`src/rtl/ctt_pkg.sv`:
```
package ctt_pkg;
  localparam int ADDR_W = 8;
  localparam int DATA_W = 32;

  localparam logic [ADDR_W-1:0] OFS_DIV  = 8'h00;
  localparam logic [ADDR_W-1:0] OFS_CNT  = 8'h08;
  localparam logic [ADDR_W-1:0] OFS_CTRL = 8'h20;
  localparam logic [ADDR_W-1:0] OFS_STAT = 8'h30;
  localparam logic [ADDR_W-1:0] OFS_EN   = 8'h34;
  localparam logic [ADDR_W-1:0] OFS_WACK = 8'h40;

  // control bit positions
  localparam int CTL_TRUN = 0;
  localparam int CTL_IRUN = 1;
  localparam int CTL_AUTO = 2;

  // write-ack bit positions
  localparam int ACK_DIV  = 0;
  localparam int ACK_CNT  = 1;
  localparam int ACK_CTRL = 3;

  typedef struct packed {
    logic auto_rl;
    logic irun;
    logic trun;
  } ctl_t;
endpackage

```
`src/rtl/ctt_regs.sv`:
```
module ctt_regs
  import ctt_pkg::*;
#(
  parameter int DIV_W = 32,
  parameter int CNT_W = DATA_W - 1
) (
  input  logic              clk_i,
  input  logic              rst_ni,
  input  logic              req_i,
  input  logic              we_i,
  input  logic [ADDR_W-1:0] addr_i,
  input  logic [DATA_W-1:0] wdata_i,
  output logic [DATA_W-1:0] rdata_o,
  input  logic              expire_i,
  output logic [DIV_W-1:0]  div_o,
  output logic [CNT_W-1:0]  cnt_buf_o,
  output ctl_t              ctl_o,
  output logic              trestart_o,
  output logic              irestart_o,
  output logic              stat_o,
  output logic              en_o,
  output logic [3:0]        wack_o
);
  logic wr;
  logic wr_div, wr_cnt, wr_ctrl, wr_stat, wr_en, wr_wack;
  ctl_t ctl_new;

  assign wr      = req_i && we_i;
  assign wr_div  = wr && (addr_i == OFS_DIV);
  assign wr_cnt  = wr && (addr_i == OFS_CNT);
  assign wr_ctrl = wr && (addr_i == OFS_CTRL);
  assign wr_stat = wr && (addr_i == OFS_STAT);
  assign wr_en   = wr && (addr_i == OFS_EN);
  assign wr_wack = wr && (addr_i == OFS_WACK);

  assign ctl_new    = ctl_t'(wdata_i[2:0]);
  // restart on a 0->1 transition of a start bit
  assign trestart_o = wr_ctrl && ctl_new.trun && !ctl_o.trun;
  assign irestart_o = wr_ctrl && ctl_new.irun && !ctl_o.irun;

  always_ff @(posedge clk_i or negedge rst_ni) begin
    if (!rst_ni) begin
      div_o     <= '0;
      cnt_buf_o <= '0;
      ctl_o     <= '0;
      stat_o    <= 1'b0;
      en_o      <= 1'b0;
      wack_o    <= '0;
    end else begin
      if (wr_div) div_o <= wdata_i[DIV_W-1:0];
      if (wr_cnt && wdata_i[DATA_W-1]) cnt_buf_o <= wdata_i[CNT_W-1:0];
      if (wr_ctrl) ctl_o <= ctl_new;
      if (wr_en) en_o <= wdata_i[0];
      // expiry wins over a simultaneous clear
      if (expire_i) stat_o <= 1'b1;
      else if (wr_stat && wdata_i[0]) stat_o <= 1'b0;
      for (int b = 0; b < 4; b++) begin
        if ((b == ACK_DIV && wr_div) || (b == ACK_CNT && wr_cnt) ||
            (b == ACK_CTRL && wr_ctrl))
          wack_o[b] <= 1'b1;
        else if (wr_wack && wdata_i[b])
          wack_o[b] <= 1'b0;
      end
    end
  end

  always_comb begin
    rdata_o = '0;
    unique case (addr_i)
      OFS_DIV:  rdata_o[DIV_W-1:0] = div_o;
      OFS_CNT:  rdata_o[CNT_W-1:0] = cnt_buf_o;
      OFS_CTRL: rdata_o[2:0]       = ctl_o;
      OFS_STAT: rdata_o[0]         = stat_o;
      OFS_EN:   rdata_o[0]         = en_o;
      OFS_WACK: rdata_o[3:0]       = wack_o;
      default:  rdata_o            = '0;
    endcase
  end
endmodule

```
`src/rtl/ctt_prescale.sv`:
```
module ctt_prescale #(
  parameter int DIV_W = 32
) (
  input  logic             clk_i,
  input  logic             rst_ni,
  input  logic             run_i,
  input  logic             restart_i,
  input  logic [DIV_W-1:0] div_i,
  output logic [DIV_W-1:0] pcnt_o,
  output logic             tick_o
);
  assign tick_o = run_i && (pcnt_o == div_i);

  always_ff @(posedge clk_i or negedge rst_ni) begin
    if (!rst_ni)       pcnt_o <= '0;
    else if (restart_i) pcnt_o <= '0;
    else if (tick_o)   pcnt_o <= '0;
    else if (run_i)    pcnt_o <= pcnt_o + 1'b1;
  end
endmodule

```
`src/rtl/ctt_intcnt.sv`:
```
module ctt_intcnt #(
  parameter int CNT_W = 31
) (
  input  logic             clk_i,
  input  logic             rst_ni,
  input  logic             run_i,
  input  logic             restart_i,
  input  logic             tick_i,
  input  logic             auto_i,
  input  logic [CNT_W-1:0] buf_i,
  output logic [CNT_W-1:0] cnt_o,
  output logic             expire_o
);
  localparam logic [CNT_W-1:0] ONE = CNT_W'(1);

  logic step;
  assign step     = run_i && tick_i && (cnt_o != '0);
  assign expire_o = step && (cnt_o == ONE);

  always_ff @(posedge clk_i or negedge rst_ni) begin
    if (!rst_ni)        cnt_o <= '0;
    else if (restart_i) cnt_o <= buf_i;
    else if (expire_o)  cnt_o <= auto_i ? buf_i : '0;
    else if (step)      cnt_o <= cnt_o - 1'b1;
  end
endmodule

```
`src/rtl/core_tick_timer.sv`:
```
module core_tick_timer
  import ctt_pkg::*;
#(
  parameter int DIV_W = 32
) (
  input  logic              clk_i,
  input  logic              rst_ni,
  input  logic              req_i,
  input  logic              we_i,
  input  logic [ADDR_W-1:0] addr_i,
  input  logic [DATA_W-1:0] wdata_i,
  output logic [DATA_W-1:0] rdata_o,
  output logic              irq_o
);
  localparam int CNT_W = DATA_W - 1;

  logic [DIV_W-1:0] div;
  logic [DIV_W-1:0] pcnt;
  logic [CNT_W-1:0] cnt_buf;
  logic [CNT_W-1:0] icnt;
  ctl_t             ctl;
  logic             trestart, irestart;
  logic             stat, en, tick, expire;
  logic [3:0]       wack;

  ctt_regs #(.DIV_W(DIV_W), .CNT_W(CNT_W)) u_regs (
    .clk_i, .rst_ni, .req_i, .we_i, .addr_i, .wdata_i, .rdata_o,
    .expire_i(expire), .div_o(div), .cnt_buf_o(cnt_buf), .ctl_o(ctl),
    .trestart_o(trestart), .irestart_o(irestart), .stat_o(stat),
    .en_o(en), .wack_o(wack)
  );

  ctt_prescale #(.DIV_W(DIV_W)) u_pre (
    .clk_i, .rst_ni, .run_i(ctl.trun), .restart_i(trestart),
    .div_i(div), .pcnt_o(pcnt), .tick_o(tick)
  );

  ctt_intcnt #(.CNT_W(CNT_W)) u_cnt (
    .clk_i, .rst_ni, .run_i(ctl.irun), .restart_i(irestart), .tick_i(tick),
    .auto_i(ctl.auto_rl), .buf_i(cnt_buf), .cnt_o(icnt), .expire_o(expire)
  );

  assign irq_o = stat && en;
endmodule

```
`config.mk`:
```
export PLATFORM = sky130hd
export DESIGN_NAME = core_tick_timer
export DESIGN_NICKNAME = d
export VERILOG_FILES = /design/src/rtl/ctt_pkg.sv /design/src/rtl/ctt_regs.sv /design/src/rtl/ctt_prescale.sv /design/src/rtl/ctt_intcnt.sv /design/src/rtl/core_tick_timer.sv
export SDC_FILE = /design/constraint.sdc
export NUM_CORES = 1
export LEC_CHECK = 0
export BUFFER_PORTS_ARGS = -buffer_cell sky130_fd_sc_hd__clkbuf_2
export CAP_MARGIN = 20
export CORE_UTILIZATION = 30
export CTS_CLUSTER_DIAMETER = 120
export DETAILED_ROUTE_END_ITERATION = 6
export GPL_ROUTABILITY_DRIVEN = 1
export PLACE_DENSITY = 0.56
export SLEW_MARGIN = 30
export SYNTH_ARGS = -nofsm -noshare
export SYNTH_HDL_FRONTEND = slang
export SYNTH_SLANG_ARGS = --single-unit
```
`constraint.sdc`:
```
create_clock -name clk_i -period 3.4 [get_ports clk_i]
set_input_delay 0.51 -clock clk_i [delete_from_list [all_inputs] [get_ports clk_i]]
set_output_delay 0.51 -clock clk_i [all_outputs]
set_load 0.02 [all_outputs]
```
==> flow_results.org, run 1 <==
** Synth
- Counting flops with a built-in enable in the synthesized netlist gives 0.
- Mean instance size in the synthesized netlist :: 10.1 sq um
- By area the synthesized netlist is led by dfrtp_1, mux2_2, xnor2_1.
- Number of distinct library cells after synthesis :: 63
- Number of standard cells after synthesis :: 764
- Seq cells post-synth :: 134
- Count of yosys warnings during synthesis :: 0
- The number of nets in the synthesized netlist is 812.
- Synth top area share :: 43.5%
- Counting flops with an async set or reset pin after synthesis yields a share of 100%.
- Counting instances in the post-synthesis netlist gives the leading cell types as dfrtp_1, mux2_2, nand2_1, a21oi_1, nand3_1.
- Post-synth top flop :: dfrtp_1
- Mapped Area :: 7700 sq um
- The most common cell in the synthesized netlist is dfrtp_1.
- For this run, the register share of the synthesized area comes to 43.5%.
- Post-synthesis cell type with the largest combined area :: dfrtp_1

** Route
- The first routing iteration left 595 violations.
- Average via count per standard cell :: 5.52
- After detailed routing, the total wire length is 22.5 mm.
- Dividing the detail-routed wire length by the instance count gives 19.4 microns.
- For this run, design rule violations remaining after detail routing come to 0.
- The pre-antenna-repair detailed-routing pass consisted of 5 iterations.
- Number of antenna-violating nets in the routed design :: 0
- Via count :: 6421

** Die
- The die is 162 microns wide.
- Die height :: 162 microns
- The die covers 26300 sq um.
- For this configuration, the core starts out at a cell density of 30.6%.
- I/O pin total :: 77
- The floorplan step defined a core boundary enclosing 25200 sq um.
- Rows :: 58

** Timing
- Based on the critical path, the design can be clocked at up to 344 MHz.
- The number of max-slew violations in the final report was 0.
- For the final database, setup skew stands at 10.7 ps.
- Setup repair after global routing left no endpoint under its margin.
- The final-report hold violation count is 0.
- Max_slew headroom :: 46.4%
- Setup total negative slack on the finished layout was measured at 0 ps.
- At the pin with the least slew margin, the transition time is 798 ps.
- Of the available clock period, the critical path in the final layout requires 85.6%.
- Setup violations remaining at the end of the flow were counted as 0.
- Minimum period implied by the final worst setup slack :: 2910 ps

** Clock tree
- CTS clock-pin slew for the worst setup and hold paths :: 60 ps
- Clock sink count :: 134
- Clock latency reported for the late side of the worst-skew pair :: 430 ps
- CTS built an H-tree with a depth of 4.
- In this run, post-CTS repair resized a total of 0 instances.
- TritonCTS built the clock tree.
- Maximum buffer depth of the clock tree :: 2
- Buffers inserted during clock tree synthesis total 17.
- In this run the clock root is driven by a clkbuf_16.
- After clock tree synthesis, the flow added hold-fix buffers numbering 0.
- Buffers added to address setup during post-CTS repair amount to 0.

** Worst setup path
- Along the worst path, the maximum fanout reaches 4.
- Largest incremental delay on the critical path :: 570 ps
- Together, buffers and inverters on the worst path number 0.
- Walking the worst path, the cells encountered are xor2_1, or4_1, nor4_1, nand4_1, o21ai_0, a221o_1.
- Max stage delay cell, worst path :: o21ai_0
- At the worst endpoint, the arrival time is 3270 ps.
- Reg-to-reg setup timing slack :: 490 ps
- The worst setup path is captured at a flop.
- Crit start category :: flop
- The kind of cell with the highest combined delay along the critical path is simple AND/OR/NAND/NOR gates.
- The critical path is of the reg2reg type.
- Counting cells, the worst reg-to-reg path comes to 6.
- Endpoint of the most critical register-to-register path :: u_cnt.cnt_o[28]
- Reg-to-Reg Start :: u_regs.div_o[23]
- Data on the critical path is required at its endpoint by 3760 ps.

** Placement
- After detailed placement, the total cell area comes to 8440 sq um.
- Count of input and output buffers :: 76
- After legalization and detailed placement, the total HPWL measured 15.5 mm.
- Final estimated routing congestion in global placement :: 0.806

** Pwr
- In this run the static leakage power is 4.04 nW.
- For this design the ratio of total power to cell area is 533 nW/um^2.
- Max IR drop VDD :: 0.259 mV

** Hold path
- The min-delay analysis places its worst path in the category in2async.

** Finish
- Final-stage net count :: 870
- Fraction of layout cells with a size suffix above 1 :: 25.3%
- FILL cells :: 2538
- Layout overhead on the synthesized area :: 17.5%
- Count of inserted antenna diode cells :: 0
- Area of the multi-input gates :: 4050 sq um
- After routing the design area is 9050 sq um.
- Across the whole layout, storage elements account for 3350 sq um.

** Global routing
- Pin count of the biggest net entering global routing :: 63
- The first global-routing pass estimated 35.5 mm of wire.
- After global routing the overflow that remains totals 0.
- Global routing used 17.7% of the available tracks.
- The number of global-route vias before repair came to 6000.
- The number of antenna violations at the first check in global routing was 0.

** Run
- Maximum Capacitance Violations :: 0

** Status
- The run finished with clean final reports.
==> report_power, final <==
group	switching, mW	internal (mW)
sequential	0.357	1.79
combinational	0.405	0.362
clock	0.703	1.20
==> sequential cells by signal, summed over array words and instances (netlist names) <==
name and count:
u_regs.ctl_o 3, u_pre.pcnt_o 32, u_regs.en_o 1, u_regs.wack_o 3, u_regs.cnt_buf_o 31, u_cnt.cnt_o 31
u_regs.div_o 32, u_regs.stat_o 1
==> worst reg2reg max path: stages (launching register included) <==
cell	delay, ps
dfrtp_1	420
xor2_1	200
or4_1	530
nor4_1	530
nand4_1	350
o21ai_0	570
a221o_1	240
==> stage by stage <==
step | cells | utilization, % | hold slack (ps) | setup slack, ps | total power, mW
2_1_floorplan | 764 | - | 214 | 728 | 2.63
3_3_place_gp | 1133 | 33.5 | 461 | 622 | 2.92
3_5_place_dp | 1133 | 33.5 | 471 | 568 | 2.93
4_1_cts | 1163 | 35.9 | 103 | 557 | 4.84
5_1_grt | 1163 | 35.9 | 119 | 267 | 5.05
6_report | 1163 | 35.9 | 64.3 | 489 | 4.82
==> cells by family (layout without fill, tap and decap cells) <==
group,Yosys count,count (layout),share of synthesized area (%)
multiplexers,72,72,10.4
XOR/XNOR,59,59,6.71
flip-flops,134,134,43.5
AND/OR/NAND/NOR,238,238,17.1
buffers and inverters,72,141,4.34
AO/OA/AOI/OAI,185,185,17.3
adder cells (fa/ha/maj),4,4,0.650
==> worst max-delay path by stage <==
stage | start | endpoint | slack [ps] | depth (start not counted)
finish | u_regs.div_o[23] | u_cnt.cnt_o[28] | 490 | 6
global route | u_pre.pcnt_o[3] | u_cnt.cnt_o[28] | 270 | 6
CTS | u_regs.div_o[23] | u_cnt.cnt_o[28] | 560 | 6
detailed placement | u_regs.div_o[23] | u_cnt.cnt_o[24] | 570 | 6
global placement | u_regs.div_o[23] | u_cnt.cnt_o[29] | 620 | 6
floorplan | u_cnt.cnt_o[0] | u_cnt.cnt_o[28] | 730 | 9
==> metal layers <==
layer / routed length (microns) / share of wire (%) / up-vias / track usage [%]
met5: 0 / 0 / - / 0
met4: 231 / 1.0 / 0 / 4.25
met3: 1240 / 5.5 / 17 / 3.78
met2: 9920 / 44 / 217 / 26.2
met1: 11100 / 49 / 3181 / 25.9
li1: - / - / 3006 / -
==> cells in the final DEF, fill, tap and decap left out, drive strengths merged, types with 4 or more instances in the layout <==
| master | n |
|---|---|
| a211o | 9 |
| a211oi | 14 |
| a21oi | 47 |
| a221o | 17 |
| a22o | 33 |
| a31oi | 19 |
| and2 | 9 |
| and3 | 12 |
| and4 | 4 |
| buf | 23 |
| clkbuf | 97 |
| dfrtp | 134 |
| ha | 4 |
| inv | 13 |
| mux2 | 66 |
| mux2i | 6 |
| nand2 | 57 |
| nand2b | 4 |
| nand3 | 43 |
| nand4 | 18 |
| nor2 | 17 |
| nor3 | 20 |
| nor4 | 17 |
| o211ai | 4 |
| o21ai | 18 |
| or3 | 10 |
| or4 | 15 |
| xnor2 | 35 |
| xor2 | 24 |
==> layout make-up <==
type                    count  area share [%]
multi-input cells         558            44.7
clock inverters             8            1.37
well taps                 330            4.56
clock buffers              22            5.24
repair buffers             98            6.51
inverters                  13           0.539
flip-flops and latches    134            37.1
(Power assumes the default switching activity.)
==> run 2, diff against run 1 <==
--- a/config.mk
+++ b/config.mk
@@ -12,6 +12,7 @@
 export DETAILED_ROUTE_END_ITERATION = 6
 export GPL_ROUTABILITY_DRIVEN = 1
 export PLACE_DENSITY = 0.56
+export REMOVE_ABC_BUFFERS = 1
 export SLEW_MARGIN = 30
 export SYNTH_ARGS = -nofsm -noshare
 export SYNTH_HDL_FRONTEND = slang
==> run 2 against run 1 <==
Against the previous run: register-to-register slack got worse by 60 ps; global-route usage shrank 0.11 points; non-clock buffer count fell by 1; first-iteration DRC count shrank 12%; sequential power about the same; sequential share of layout area is essentially flat; cell area hardly changed; setup slack got worse by 57 ps; via count down 0.17%; routed wire length down 1.1%; clock skew fell by 0.66 ps; critical path depth is the same.
==> flow_results.org, run 2 (synthesis gave the netlist of run 1 again) <==
** Route
- After detailed routing, the number of remaining DRC violations is 0.
- Final routed wirelength across all metal layers :: 22.3 mm
- Iteration-0 DRC Markers :: 524
- In the final routed layout, each cell accounts on average for 19.1 microns.
- Via count :: 6410
- The pre-antenna-repair detailed-routing pass consisted of 6 iterations.
- In this run the remaining antenna-violating nets after routing total 0.
- Average via count per standard cell :: 5.51

** Die
- Core ar. :: 25200 sq um
- I/O pin total :: 77
- Horizontal die dimension :: 162 microns
- Die height :: 162 microns
- Die ar. :: 26300 sq um
- Rows :: 58
- The initial utilization of the core area, before any placement, comes to 30.6%.

** Worst setup path
- STA classifies the critical path endpoint as a flop.
- Max stage delay cell, worst path :: o21ai_0
- Critical path class :: reg2reg
- The worst setup path is launched from a flop.
- The endpoint identified for the worst register-to-register timing path is u_cnt.cnt_o[29].
- Reg-to-reg setup timing slack :: 430 ps
- In this design, the stage delay of the slowest critical-path cell is 610 ps.
- The number of cells on the worst reg-to-reg path is 6.
- Required time reported for the critical path endpoint :: 3760 ps
- Along the worst path, the maximum fanout reaches 6.
- The critical path goes through xor2_1, or4_1, nor4_1, nand4_1, o21ai_0, a221o_1.
- Critical path arrival :: 3330 ps
- In this run the critical register-to-register path is launched from u_pre.pcnt_o[23].

** Finish
- Most common cell after layout, fill and taps aside :: dfrtp_1
- Compared with the post-synthesis result, the final layout area differs by 17.4%.
- Of the cells placed in the final design, the portion with a size suffix greater than 1 is 25.3%.
- 0 antenna diodes ended up in the layout.
- Final-stage net count :: 869
- In the layout the commonest cells are dfrtp_1, clkbuf_2, mux2_2.
- Excluding fillers, the count of instances in the completed layout stands at 1164.
- The largest registers in the layout are u_pre.pcnt_o x32, u_regs.div_o x32.

** Global routing
- Antenna violations before repair :: 0
- Total overflow reported by the global router :: 0
- Entering global routing, the biggest net connects 59 pins.
- In the global route stage, overall resource usage came out at 17.6%.
- The number of global-route vias before repair is 6090.
- First-pass GRT wire length :: 35.3 mm

** Timing
- The number of max-slew violations in the final report came to 0.
- On the final layout, the worst clock skew is 9.99 ps.
- Measured against its own limit, the worst slew margin works out to 36.6%.
- Setup repair after global routing left no endpoint under its margin.
- After layout, the minimum clock period comes to 2970 ps.
- Setup violations remaining at the end of the flow were counted as 0.
- After layout, the worst path uses 87.3% of the clock period.
- Max Clk Rate :: 337 MHz
- Total count of hold-check failures in the final report :: 0
- Slew at the pin with the worst max-slew slack :: 951 ps

** Pwr
- Summed over all nets, the switching power comes to 1.44 mW.
- Cell internal power was estimated by the tool at 3.38 mW.
- In this run, the combinational gates consume 15.8% of the power.
- Across the VDD grid, the largest voltage drop is 0.256 mV.
- Power spread over the standard cell area amounts to 534 nW/um^2.
- The design draws 4.83 mW.
- The clock network burns 39.9% of the power.
- Sequential fraction of design power :: 44.3%
- Sw frac :: 29.9%
- Static leakage :: 4.04 nW

** Clock tree
- After clock tree synthesis, the clock-pin slew on the worst setup and hold paths is 60 ps.
- The cell sitting at the root of the clock tree is a clkbuf_16.
- Clock sink count :: 134
- Hold buffer count at CTS :: 0
- TritonCTS built the clock tree.
- CTS built an H-tree with a depth of 4.
- TritonCTS created 17 clock buffers.
- Maximum buffer depth of the clock tree :: 2
- Gates resized during post-CTS repair numbered 0.
- Clock latency reported for the late side of the worst-skew pair :: 430 ps
- Post-CTS setup repair buffer count :: 0

** Placement
- The HPWL after detailed placement is 15.7 mm.
- DP Cell Count :: 1132
- In this run the tool buffered the top-level ports with 76 buffer cells.
- At the end of routability-driven placement, the weighted congestion stood at 0.816.

** Hold path
- The tightest min-delay check is of the in2async type.

** Status
- Run status :: complete, no violations

** Run
- Max-cap violations in this run came to 0.
## run 2: worst max path at each step
stage	from	endpoint	cells after the start
floorplan	u_pre.pcnt_o[13]	u_pre.pcnt_o[29]	6
global route	u_pre.pcnt_o[23]	u_cnt.cnt_o[23]	6
finish	u_pre.pcnt_o[23]	u_cnt.cnt_o[29]	6
detailed placement	u_pre.pcnt_o[23]	u_cnt.cnt_o[28]	7
CTS	u_pre.pcnt_o[23]	u_cnt.cnt_o[29]	6
global placement	u_pre.pcnt_o[23]	u_cnt.cnt_o[28]	7
## run 2: layer usage
layer  wire [microns]  GRT usage [%]
met3             1390           3.73
met4              207           4.76
met5                0              0
met1            10800           25.7
met2             9840           26.0
## run 2: through the flow
step / util (%) / instance area [sq um] / worst slack (ps) / hold WS [ps] / setup TNS, ps
floorplan: - / 7420 / -251 / 214 / -4250
global placement: 33.4 / 8400 / 488 / 467 / 0
detailed placement: 33.5 / 8430 / 490 / 469 / 0
CTS: 35.9 / 9040 / 477 / 78.9 / 0
global route: 35.9 / 9040 / 252 / 92.5 / 0
finish: 35.9 / 9040 / 432 / 69.4 / 0
## run 2: cell type report
| cell class | count | area [sq um] |
|---|---|---|
| Fill cell | 2551 | 16100 |
| Multi-Input combinational cell | 558 | 4040 |
| Sequential cell | 134 | 3350 |
| Timing Repair Buffer | 97 | 577 |
| Clock buffer | 24 | 492 |
| Tap cell | 330 | 413 |
| Clock inverter | 8 | 120 |
| Inverter | 13 | 48.8 |
## run 2: critical path: cells and delay by family (launching register included)
| kind | cells | cell delay, ps |
|---|---|---|
| xor gates and xnor gates | 1 | 190 |
| DFF | 1 | 430 |
| and+or+nand+nor | 3 | 1400 |
| AOI/OAI and AO/OA | 2 | 870 |
## run 2: power by group through the flow
stage | combinational (mW) | clock (mW) | sequential, mW
floorplan | 0.549 | 0 | 2.05
global placement | 0.744 | 0 | 2.16
detailed placement | 0.757 | 0 | 2.16
CTS | 0.763 | 1.97 | 2.14
global route | 0.860 | 2.03 | 2.17
finish | 0.764 | 1.92 | 2.14
==> run 3, diff against run 2 <==
--- a/config.mk
+++ b/config.mk
@@ -16,4 +16,5 @@
 export SLEW_MARGIN = 30
 export SYNTH_ARGS = -nofsm -noshare
 export SYNTH_HDL_FRONTEND = slang
+export SYNTH_HIERARCHICAL = 1
 export SYNTH_SLANG_ARGS = --single-unit
==> run 3 against run 2 <==
Against the previous run: combinational power is 61% lower; highest routed layer unchanged; die area rose by 5.5%; non-clock buffer count increased by 10; register-to-register slack got worse by 90 ps; largest cell class unchanged; sequential cell count stayed put; via count increased by 2.6%; final cell count is 3.3% higher; critical path depth rose by 6.
==> flow_results.org, run 3 <==
** Status
- The run finished with clean final reports.

** Finish
- Fraction of layout cells with a size suffix above 1 :: 27.2%
- The repair_antennas step left the layout with diodes totalling 0.
- Counting the fill cells in the layout gives 2644.
- Sequential cell area :: 3350 sq um
- Layout overhead on the synthesized area :: 15.4%
- Area of the multi-input gates :: 4400 sq um
- Leading cell types in the layout, fill and taps excluded :: dfrtp_1, clkbuf_2, nand2_1
- After the last flow step, the layout net total stands at 906.
- Leaving out fill and tap cells, the most frequent cell in the layout is dfrtp_1.
- Fin cells :: 1202
- The largest registers in the layout are u_pre/pcnt_o x32, u_regs/div_o x32.

** Clock tree
- No sink is reached through more buffers than the 2 on the longest clock path.
- The later pin in the worst-skew pair is clocked with a latency of 420 ps.
- Post-CTS setup repair buffer count :: 0
- The cell sitting at the root of the clock tree is a clkbuf_16.
- Clock sink count :: 134
- Clock tree synthesis inserted a total of 17 buffers.
- Hold repair after CTS inserted 0 buffers.
- CTS built an H-tree with a depth of 4.
- CTS clock-pin slew for the worst setup and hold paths :: 50 ps
- TritonCTS built the clock tree.
- Number of cells upsized or downsized after cts :: 0

** Pwr
- Max IR drop VDD :: 0.305 mV
- Static leakage :: 4.34 nW
- Total power per unit cell area :: 393 nW/um^2
- Total power of the final layout :: 3.69 mW

** Route
- The routed design has 24.5 mm of wire.
- Detailed-routing iteration count for the pre-antenna-repair pass :: 5
- Number of antenna-violating nets in the routed design :: 0
- The detailed router finished its first iteration with 453 violations.
- Average via count per standard cell :: 5.47
- Avg WL per Cell :: 20.4 microns
- The detailed router placed 6576 vias in this run.
- Number of remaining DRC errors :: 0

** Synth
- Summing every instance area after synthesis gives 8130 sq um.
- Mean instance size in the synthesized netlist :: 10.4 sq um
- Number of standard cells after synthesis :: 780
- For this run, the number of Yosys warnings is 6.

** Global routing
- The number of antenna violations at the first check in global routing was 0.
- Met1 layer usage reported by global route :: 24.6%
- Via count of the first global-routing pass :: 6440
- GRT Overall Usage :: 18.1%
- GR peak layer :: met2
- Met2 Resource Use GR :: 29.6%
- Pin count of the biggest net entering global routing :: 66
- For met3 alone, demand over resource in global routing was 2.83%.
- The first global-routing pass estimated 38.8 mm of wire.
- After global routing the overflow that remains totals 0.

** Worst setup path
- Timing endpoint of the critical path :: u_cnt/cnt_o[24]
- In this run the critical register-to-register path is launched from u_pre/pcnt_o[20].
- Grouping stages by cell kind, the critical path spends the most delay in simple AND/OR/NAND/NOR gates.
- Data on the critical path is required at its endpoint by 3740 ps.
- Maximum fanout encountered on the critical timing path :: 13
- For this design, the slowest cell found on the critical path is dfrtp_1.
- The critical path starts at u_pre/pcnt_o[20].
- Critical path class :: reg2reg
- Largest incremental delay on the critical path :: 480 ps
- Reg-to-reg setup timing slack :: 350 ps
- Critical path arrival :: 3390 ps
- Cells on worst reg2reg path :: 12
- The worst setup path is launched from a flop.
- The worst register-to-register path ends at u_cnt/cnt_o[24].
- Critical path buffer and inverter count :: 2
- Kind of end point of the critical path :: flop
- Chain of cells forming the critical path :: xor2_1, nor3_1, nand4_2, nor3_1, buf_4, nand3_1, or2_2, nor4_4, buf_4, nand3_1, o21ai_1, a2bb2oi_1
- The critical path runs through a total of 12 cells.

** Placement
- Once placement completed, the tool counted placed cells totaling 1174.
- Buffers placed on the I/O ports in this run total 76.
- At the end of routability-driven placement, the weighted congestion stood at 0.879.
- The wire-length estimate of the detail-placed layout is 18.0 mm.

** Timing
- Setup violations remaining at the end of the flow were counted as 0.
- Setup repair after global routing missed its margin :: false
- Total count of hold-check failures in the final report :: 0
- Max Clk Rate :: 328 MHz
- The number of max-slew violations in the final report is 0.
- Dividing the final minimum period by the clock period gives 89.8%.
- The worst path in the final design needs a cycle of 3050 ps, including I/O delays and setup.
- Clock skew on the completed layout was measured at 9.57 ps.
- Slew at the pin with the worst max-slew slack :: 837 ps
- The worst pin sits at a relative slew slack of 43.4%.
- After routing, the total negative slack on setup checks comes to 0 ps.

** Die
- The initial utilization of the core area, before any placement, comes to 30.9%.
- Horizontal die dimension :: 167 microns
- I/O pin total :: 77
- Row generation in the floorplan step produced 59 rows.
- Die height :: 167 microns
- The die covers 27800 sq um.
- The region available for standard cell placement spans 26400 sq um.

** Hold path
- Worst min path class :: in2async

** Run
- The tool flagged a number of max-cap violations equal to 0.
[run 3: worst reg2reg max path: stages, from the launching register on]
cell and delay, ps:
dfrtp_1 480, xor2_1 190, nor3_1 350, nand4_2 210
nor3_1 230, buf_4 160, nand3_1 80, or2_2 330
nor4_4 260, buf_4 250, nand3_1 110, o21ai_1 130
a2bb2oi_1 180
[run 3: per-layer routing]
layer	wire [microns]	vias to the layer above	part of all wire, %
met2	11900	152	48
met1	11300	3305	46
met5	0	-	0
met3	922	27	3.8
met4	437	0	1.8
li1	-	3092	-
[run 3: through the flow]
step | setup slack (ps) | util, % | instance area, sq um | hold WS (ps)
floorplan | -1670 | - | 7820 | 214
global placement | 407 | 33.7 | 8880 | 461
detailed placement | 344 | 33.7 | 8880 | 472
CTS | 336 | 35.6 | 9390 | 93.8
global route | 168 | 35.6 | 9390 | 123
finish | 347 | 35.6 | 9390 | 72.6
[run 3: where the power goes]
| group | switching (mW) | internal (mW) |
|---|---|---|
| Combinational | 0.171 | 0.128 |
| Sequential | 0.110 | 1.67 |
| Clock | 0.648 | 0.966 |
| Total | 0.929 | 2.76 |
[run 3: how the worst min path moves through the flow]
stage,start,to,slack [ps],cells past startpoint
floorplan,rst_ni,u_cnt/cnt_o[0],210,0
global placement,u_regs/wack_o[3],u_regs/wack_o[3],460,1
detailed placement,u_regs/wack_o[3],u_regs/wack_o[3],470,1
CTS,rst_ni,u_regs/wack_o[0],90,1
global route,rst_ni,u_regs/wack_o[0],120,1
finish,rst_ni,u_regs/wack_o[0],70,1
[run 3: final cells by class]
cell class | instances | area share, %
clock buffer | 23 | 5.09
multi-input combinational | 579 | 46.8
clock inverter | 5 | 0.293
inverter | 19 | 0.760
timing repair buffer | 107 | 6.86
tap | 335 | 4.46
sequential | 134 | 35.7
